<file path="config.mk">
export PLATFORM = sky130hd
export DESIGN_NAME = icap_channel
export DESIGN_NICKNAME = d
export VERILOG_FILES = /design/src/rtl/icap_channel.sv
export SDC_FILE = /design/constraint.sdc
export NUM_CORES = 1
export LEC_CHECK = 0
export CAP_MARGIN = 30
export CORE_MARGIN = 10
export CORE_UTILIZATION = 68
export DETAILED_ROUTE_END_ITERATION = 6
export DONT_BUFFER_PORTS = 1
export MAX_ROUTING_LAYER = met4
export PLACE_DENSITY = 0.84
export SYNTH_ARGS = -nofsm -noshare
export SYNTH_HDL_FRONTEND = slang
export SYNTH_SLANG_ARGS = --single-unit
export TNS_END_PERCENT = 20
</file>
<file path="constraint.sdc">
create_clock -name clk -period 5.4 [get_ports clk]
set_clock_uncertainty 0.05 [all_clocks]
set_input_delay 1.08 -clock clk [delete_from_list [all_inputs] [get_ports clk]]
set_output_delay 1.08 -clock clk [all_outputs]
set_load 0.005 [all_outputs]
</file>
<file path="src/rtl/icap_channel.sv">
module icap_channel #(
  parameter int CW  = 16,
  parameter int FCW = 6
) (
  input  logic          clk,
  input  logic          rst_n,
  input  logic [CW-1:0] cnt_i,
  input  logic          sample_en,
  input  logic          pin_i,
  input  logic          reg_wr,
  input  logic [1:0]    reg_addr,
  input  logic [CW-1:0] reg_wdata,
  output logic [CW-1:0] reg_rdata,
  output logic          irq_o,
  output logic          dma_o
);
  localparam logic [1:0] A_CTRL = 2'd0, A_STAT = 2'd1, A_CAP = 2'd2;

  logic [1:0] mode_q, psc_q;
  logic [3:0] fcode_q;
  logic pol_q, cen_q, ien_q, den_q;
  logic [1:0] sync_q;
  logic filt_q, filt_d_q;
  logic [FCW-1:0] fcnt_q;
  logic [2:0] pcnt_q;
  logic [CW-1:0] cap_q;
  logic ccf_q, ovf_q, dma_q;

  function automatic logic [FCW-1:0] flen(input logic [3:0] c);
    if (c < 4'd4) flen = FCW'(1) << c;
    else          flen = FCW'(c) * FCW'(4);
  endfunction

  wire sync_lvl = sync_q[1];
  wire ctrl_wr  = reg_wr && reg_addr == A_CTRL;
  wire stat_wr  = reg_wr && reg_addr == A_STAT;
  wire cap_wr   = reg_wr && reg_addr == A_CAP;
  wire psc_chg  = ctrl_wr && reg_wdata[8:7] != psc_q;
  wire active   = (filt_q != filt_d_q) && (filt_q == ~pol_q);
  wire valid    = active && mode_q != 2'b00 && cen_q;
  wire [2:0] div_m1 = 3'((4'd1 << psc_q) - 4'd1);
  wire capture  = valid && pcnt_q == div_m1;

  always_ff @(posedge clk or negedge rst_n)
    if (!rst_n) begin
      {den_q, ien_q, cen_q, psc_q, pol_q, fcode_q, mode_q} <= '0;
    end else if (ctrl_wr) begin
      {den_q, ien_q, cen_q, psc_q, pol_q, fcode_q, mode_q} <= reg_wdata[11:0];
    end

  always_ff @(posedge clk or negedge rst_n)
    if (!rst_n) begin
      sync_q   <= '0;
      filt_q   <= 1'b0;
      filt_d_q <= 1'b0;
      fcnt_q   <= '0;
    end else begin
      sync_q   <= {sync_q[0], pin_i};
      filt_d_q <= filt_q;
      if (fcode_q == 4'd0) begin
        filt_q <= sync_lvl;
        fcnt_q <= '0;
      end else if (sync_lvl == filt_q) begin
        fcnt_q <= '0;
      end else if (sample_en) begin
        if (fcnt_q + FCW'(1) >= flen(fcode_q)) begin
          filt_q <= sync_lvl;
          fcnt_q <= '0;
        end else begin
          fcnt_q <= fcnt_q + FCW'(1);
        end
      end
    end

  always_ff @(posedge clk or negedge rst_n)
    if (!rst_n)                pcnt_q <= '0;
    else if (!cen_q || psc_chg) pcnt_q <= '0;
    else if (valid)            pcnt_q <= capture ? 3'd0 : pcnt_q + 3'd1;

  always_ff @(posedge clk or negedge rst_n)
    if (!rst_n)                             cap_q <= '0;
    else if (capture)                       cap_q <= cnt_i;
    else if (cap_wr && mode_q == 2'b00)     cap_q <= reg_wdata;

  always_ff @(posedge clk or negedge rst_n)
    if (!rst_n) begin
      ccf_q <= 1'b0;
      ovf_q <= 1'b0;
      dma_q <= 1'b0;
    end else begin
      dma_q <= capture && den_q;
      if (stat_wr) begin
        ccf_q <= ccf_q & reg_wdata[0];
        ovf_q <= ovf_q & reg_wdata[1];
      end
      if (capture) begin
        ccf_q <= 1'b1;
        if (ccf_q) ovf_q <= 1'b1;
      end
    end

  always_comb begin
    reg_rdata = '0;
    case (reg_addr)
      A_CTRL:  reg_rdata[11:0] = {den_q, ien_q, cen_q, psc_q, pol_q, fcode_q, mode_q};
      A_STAT:  reg_rdata[1:0]  = {ovf_q, ccf_q};
      A_CAP:   reg_rdata       = cap_q;
      default: reg_rdata       = '0;
    endcase
  end

  assign irq_o = ccf_q && ien_q;
  assign dma_o = dma_q;
endmodule

</file>
* After elaboration in Yosys (flattened, before gate mapping)
Index checks and enable logic that the tools add are counted.
** Word-level totals
- Register bits after elaboration :: 44
** Operators by class
- Bitwise gates (word level) :: 3
- Reduce and logical (&&, ||, !) cells :: 24
- Muxes and demuxes :: 25
- $lt $le $gt $ge :: 2
- Equal/unequal tests :: 8
- Add/sub/neg operators :: 3
- Shifts and indexed selects :: 2
** Operators with widths (count)
- $mux 6 :: 8
- $mux 16 :: 2
- $pmux 10 s2 :: 1
- $reduce_bool 2->1 :: 6
- $logic_and 1x1->1 :: 11
- $mux 1 :: 9
- $mux 3 :: 3
- $add 6x1->6 const B :: 1
- $ge 6x6->1 :: 1
- $pmux 2 s3 :: 1
- $shl 1x4->6 const A :: 1
- $logic_not 2->1 :: 2
- $logic_not 4->1 :: 1
- $lt 4x3->1 const B :: 1
- $mux 4 :: 1
- $add 3x1->3 const B :: 1
- $eq 3x3->1 :: 1
- $reduce_and 3->1 :: 1
- $reduce_bool 3->1 :: 1
- $shl 1x2->3 const A :: 1
- $sub 3x1->3 const B :: 1
- $and 1x1->1 :: 2
- $eq 1x1->1 :: 2
- $eq 2x1->1 const B :: 1
- 7 further kinds :: 7

* Depth between registers and ports, before layout
Gate-level depths: netlist of run 1.
- Depth after elaboration :: 10
- Gate-level depth with buffers :: 10
- Depth with buffers taken out :: 10

* Worst setup path before layout of run 1
No wires, ideal clock.
- Path type :: input to output
- Start :: input port reg_addr[1]
- End :: output port reg_rdata[11]
- Slack :: 2.353 ns
- Cell stages on the path :: 4
- Data arrival time :: 1.917 ns
- Path buffers :: 2
- Data required time :: 4.270 ns
- Cell sequence :: buf_2 > buf_1 > mux2i_1 > nor2_1
** On the way
- Word-level cells in the longest chain between the ends :: 2
- Elaborated cells on any way between the ends :: 3
- Classes of those cells :: eq/ne (1); mux (1); reduce/logical (1)
** RTL lines
- start: declaration :: line 11 : input logic [1:0] reg_addr,
- $eq 2x2->1 / $logic_not 2->1 (equally long branches) :: line 104 : case (reg_addr)
- $pmux 10 s2 (*) :: line 104
- end: declaration :: line 13 : output logic [CW-1:0] reg_rdata,
Mark *: on every way between the ends. The rest lies on a longest branch, timed or not.

* Final worst setup path of run 1
- Start :: input port reg_addr[1]
- End :: output port reg_rdata[12]
** On the way
- Word-level cells in the longest chain between the ends :: 2
** RTL lines (line)
- $eq 2x2->1 :: 104
- $mux 4 :: 104
Every way passes these cells.

==> results of run 1 <==
[final cells by class]
class / instances / area share
repair buffers: 1 / 0.00456
clock inverters: 2 / 0.0142
well taps: 46 / 0.0233
inverters: 3 / 0.00456
clock buffers: 6 / 0.0167
flip-flops and latches: 44 / 0.446
multi-input cells: 161 / 0.491
[registers in the layout (all words and copies together) (netlist names), 2 cells and up]
name	cells
pcnt_q	3
fcode_q	4
mode_q	2
cap_q	16
sync_q	2
fcnt_q	6
psc_q	2
[cell usage in the layout, fill, tap and decap left out, types with 3 or more instances in the layout]
cell type  instances
ha_1               8
nor3b_1            3
xnor2_1            4
dfrtp_1           44
o21ai_0           10
nor2b_1            3
nor2_1            15
a21oi_1            5
and2_1             6
clkbuf_4           5
o21ai_2            4
mux2_2            12
mux2i_1           17
a21o_1            14
xor2_1             3
inv_1              3
a22o_1            16
nand2_1           16
[power breakdown]
part / internal [mW] / switching [mW]
sequential: 0.428 / 0.0782
combinational: 0.136 / 0.126
clock: 0.0971 / 0.105
[how the worst min path moves through the flow]
stage / start / end / slack, ps / depth (start not counted)
finish: sync_q[0] / sync_q[1] / 330 / 0
CTS: rst_n / pcnt_q[1] / 330 / 0
global route: rst_n / cap_q[8] / 320 / 0
global placement: sync_q[0] / sync_q[1] / 290 / 0
detailed placement: sync_q[0] / sync_q[1] / 310 / 0
floorplan: sync_q[0] / sync_q[1] / 280 / 0
[cells by family after synthesis]
kind of cell / share of synthesized area
xor+xnor: 0.0256
fa+ha+maj: 0.0418
simple gates: 0.138
mux: 0.127
flops: 0.459
buf+inv: 0.0350
compound gates: 0.173
[metrics by stage]
stage / cell area (sq um) / instances
after floorplan: 2400 / 218
after global placement: 2380 / 254
after detailed placement: 2380 / 254
after CTS: 2460 / 262
after global routing: 2470 / 263
final: 2470 / 263
[metal layers]
| metal | GRT usage | wire length (um) |
|---|---|---|
| met1 | 0.201 | 2260 |
| met2 | 0.295 | 2730 |
| met3 | 0.0552 | 400 |
| met4 | 0.0717 | 123 |
| met5 | - | 0 |
==> results_dict.tcl, run 1 <==
set metrics [dict create \
    status "finished, final reports clean" \
    place_ws_ps 2510 \
    cp_num_cells 2 \
    yosysMostFrequentCell "dfrtp_1" \
    ys_top_cells_by_count "44 x dfrtp_1, 17 x mux2i_1, 16 x a22o_1, 16 x nand2_1, 15 x nor2_1" \
    worst-path-buf-inv 0 \
    worst_path_largest_cell_delay_ps 370 \
    via_count 1711 \
    vias_per_cell 6.51 \
    coreArea_sq_um 3360 \
    period_minus_slack_ps 2810 \
    post_cts_buffers 0 \
    hold_viol 0 \
    fmax_mhz 356 \
    cts.repair.resized 0 \
    clock-sinks 44 \
    buffer_ports.inserted 0 \
    cts-root-buf "clkbuf_4" \
    worstPathMaxFanout 15 \
    pin_count 57 \
    rsz0062_at_grt "false" \
    nNetsFinal 263 \
    antenna_found_initial 0 \
    cts_made_buffers 5 \
    power_mw 0.970 \
    crit_type "input pin to primary output" \
    seq_area_frac_synth 0.459 \
    synth_area_sq_um 2400 \
    grt_max_degree 45 \
    cts_tree "built" \
    r2r-end "filt_q" \
    ir_drop_mv 0.207 \
    grt_remaining_overflow 0 \
    num-fill-cells 258 \
    holdWs_ps 335 \
    cp-end-kind "primary output" \
    gp_congestion 0.826 \
    synth_area_leader_cell "dfrtp_1" \
    maxCapViolCount 0 \
    synth_top_area_frac 0.459 \
    clock_path_buffers 2 \
    antenna_left 0 \
    slew_headroom 0.482 \
    globalRouteTotalUtil 0.180 \
    required_ps 4270 \
    crit_path_cell_trace "nor2b_1 > and2_1" \
    power_density_nw_per_um2 393 \
    postSynth.asyncResetShare 1.00 \
    diodes 0 \
    seq_area_sq_um 1100 \
    tightest_slew_ps 776 \
    cts.reportedPaths.clkPinSlew_ps 120 \
    clk_latency_ps 360 \
    start_util 0.713 \
    crit_start "reg_addr[1]" \
    num_rows 21 \
    yosys_warnings 0 \
    multiInputGateArea_sq_um 1210 \
    finish.utilization 0.734 \
    leakagePower_nw 1.20 \
    wl_um 5520 \
    crit_family "simple AND/OR/NAND/NOR gates" \
    yosysUniqueCellTypes 42 \
    cts_hold_buf 0 \
    die-area_sq_um 6300 \
    setup_tns_ps 0 \
    synth_area_leaders "dfrtp_1 46%, mux2i_1 7.1%, a22o_1 5.8%" \
    dp_hpwl_um 4140 \
    syn_area_per_cell_sq_um 11.0 \
    drive_above_1_share 0.143 \
    fin_crit_sh 0.520 \
    syn-instance-count 218 \
    setup_viol 0 \
    worstHoldPathType "register to register" \
    area_growth_pct 3.03 \
    die_x_um 79.4 \
    cts_max_level 2 \
    grt_pass1_wl_um 8710 \
    drt_iter0_drc 124 \
    slew_violations 0 \
    remaining_drc_errors 0 \
    critical_path.endpoint "reg_rdata[12]" \
    synth-edff-count 0 \
    reg2reg_from "fcode_q[0]" \
    fin_ws_ps 2590 \
    worstPathArrival_ps 1680 \
    die_y_um 79.4 \
    drtPass1Iterations 4 \
    wl_per_cell_um 21.0 \
    grt_pass1_vias 1771 \
    reg2reg_slack_ps 2820 \
    crit_path_start_kind "input pin" \
    r2r_cells 7 \
    cp_slowest_cell "nor2b_1" \
    synth_nets 265 \
    synth_top_flop_cell "dfrtp_1" \
    synth_seq_cells 44 \
]
No activity file was read; power rests on OpenSTA's default activity.
==> run 2: changes to the inputs <==
Settings changed: CORE_UTILIZATION 68 to 63, PLACE_DENSITY 0.84 to 0.79.
Clock period 5.4 ns to 2.94 ns, I/O delays scaled along.
==> run 2 against run 1 <==
Effect of this change: global-route usage is 0.28 points lower; count of clock-buffer cells in the layout stayed put; sequential cell count stayed put; combinational power is 94% higher; sequential share of layout area is 1.6 points lower; sequential power is 82% higher; largest power group unchanged.
==> results_dict.tcl, run 2 (synthesis results as in run 1) <==
set metrics [dict create \
    antenna_found_initial 0 \
    ir_drop_mv 0.475 \
    reg2reg_from "fcode_q[0]" \
    remaining_drc_errors 0 \
    p_sw_mw 0.585 \
    tightest_slew_ps 633 \
    power_mw 1.91 \
    cts-root-buf "clkbuf_8" \
    crit_type "register to register" \
    fin_crit_sh 0.855 \
    antenna_left 0 \
    crit_path_start_kind "register" \
    globalRouteTotalUtil 0.177 \
    leakagePower_nw 1.25 \
    swShare 0.307 \
    internal-power_mw 1.32 \
    p_seq_frac 0.483 \
    cts_made_buffers 5 \
    maxCapViolCount 0 \
    clk_latency_ps 300 \
    num_rows 22 \
    cts.repair.resized 0 \
    r2r-end "filt_q" \
    gp_congestion 0.823 \
    dp_hpwl_um 4050 \
    wl_per_cell_um 20.3 \
    via_count 1687 \
    nNetsFinal 267 \
    p_comb_frac 0.266 \
    cts_tree "built" \
    worstPathMaxFanout 7 \
    diodes 0 \
    setup_tns_ps 0 \
    required_ps 3070 \
    largest_reg_flops 16 \
    cts_max_level 2 \
    drtPass1Iterations 4 \
    die-area_sq_um 6670 \
    die_y_um 81.7 \
    slew_headroom 0.574 \
    coreArea_sq_um 3660 \
    setup_viol 0 \
    wl_um 5460 \
    pwr-share-clk 0.251 \
    clock-sinks 44 \
    buffer_ports.inserted 0 \
    power_density_nw_per_um2 745 \
    worstHoldPathType "input pin to async pin" \
    grt_remaining_overflow 0 \
    vias_per_cell 6.27 \
    dp.cells 260 \
    start_util 0.655 \
    final_cell_area_sq_um 2560 \
    final_common_cell "dfrtp_1" \
    worstPathArrival_ps 2650 \
    hold_viol 0 \
    most-common-layout-cells "44 x dfrtp_1, 17 x mux2i_1, 16 x nand2_1, 16 x a22o_1, 15 x nor2_1" \
    placed_cell_area_sq_um 2410 \
    rsz0062_at_grt "false" \
    slew_violations 0 \
    fmax_mhz 398 \
    regMostFlops "cap_q" \
    grt_max_degree 45 \
    holdWs_ps 73.1 \
    cts.reportedPaths.clkPinSlew_ps 80 \
    die_x_um 81.7 \
    drt_iter0_drc 75 \
    area_growth_pct 6.94 \
    r2r_cells 7 \
    period_minus_slack_ps 2510 \
    drive_above_1_share 0.163 \
    grt_pass1_wl_um 8910 \
    grt_pass1_vias 1822 \
    reg2reg_slack_ps 430 \
    status "finished, final reports clean" \
    pin_count 57 \
    layout.cells.non_filler 269 \
    cp-end-kind "register" \
    clock_path_buffers 2 \
]
-- run 2: cell types whose count changed in the layout (fill, tap and decap cells not counted), sizes merged --
cell,before,now
buf,1,5
-- run 2: worst max path at each step --
stage                from  endpoint  cells past startpoint
2_1_floorplan   fcnt_q[0]    filt_q                      9
4_1_cts        fcode_q[0]    filt_q                      7
3_3_place_gp   fcode_q[0]    filt_q                      7
5_1_grt        fcode_q[0]    filt_q                      7
6_report       fcode_q[0]    filt_q                      7
3_5_place_dp   fcode_q[0]    filt_q                      7
-- run 2: per-layer routing --
layer / track usage / wire length [um] / vias to the layer above
li1: - / - / 785
met1: 0.196 / 2260 / 846
met2: 0.302 / 2810 / 49
met3: 0.0513 / 315 / 7
met4: 0.0595 / 82 / 0
met5: - / 0 / -
-- run 2: worst max-delay path, stage by stage, from the launching register on --
cell,delay (ps)
dfrtp_1,450
nor4_1,600
ha_1,350
nand2b_1,150
a21oi_1,190
o21ai_0,120
a21oi_1,160
mux2_2,340
-- run 2: final cells by class --
type	count	area [sq um]
multi-input cells	161	1210
flip-flops and latches	44	1100
fillers	267	1100
clock buffers	6	82.6
well taps	48	60.1
repair buffers	5	57.6
clock inverters	2	38.8
inverters	3	11.3
-- run 2: what timing repair did --
action | CTS | global route
setup buffers | 0 | 0
hold buffers | 1 | 0
hold endpoints to repair | 44 | 0
-- run 2: power by group through the flow --
stage          logic [mW]  clock network, mW  registers, mW
3_3_place_gp        0.455                  0          0.917
6_report            0.508              0.480          0.922
2_1_floorplan       0.416                  0          0.891
5_1_grt             0.571              0.521          0.940
3_5_place_dp        0.492                  0          0.933
4_1_cts             0.514              0.493          0.921
-- run 2: stage by stage --
stage | worst slack, ps | utilization
floorplan | 651 | -
global route | 204 | 0.700
CTS | 423 | 0.700
global placement | 570 | 0.660
detailed placement | 437 | 0.660
finish | 425 | 0.700
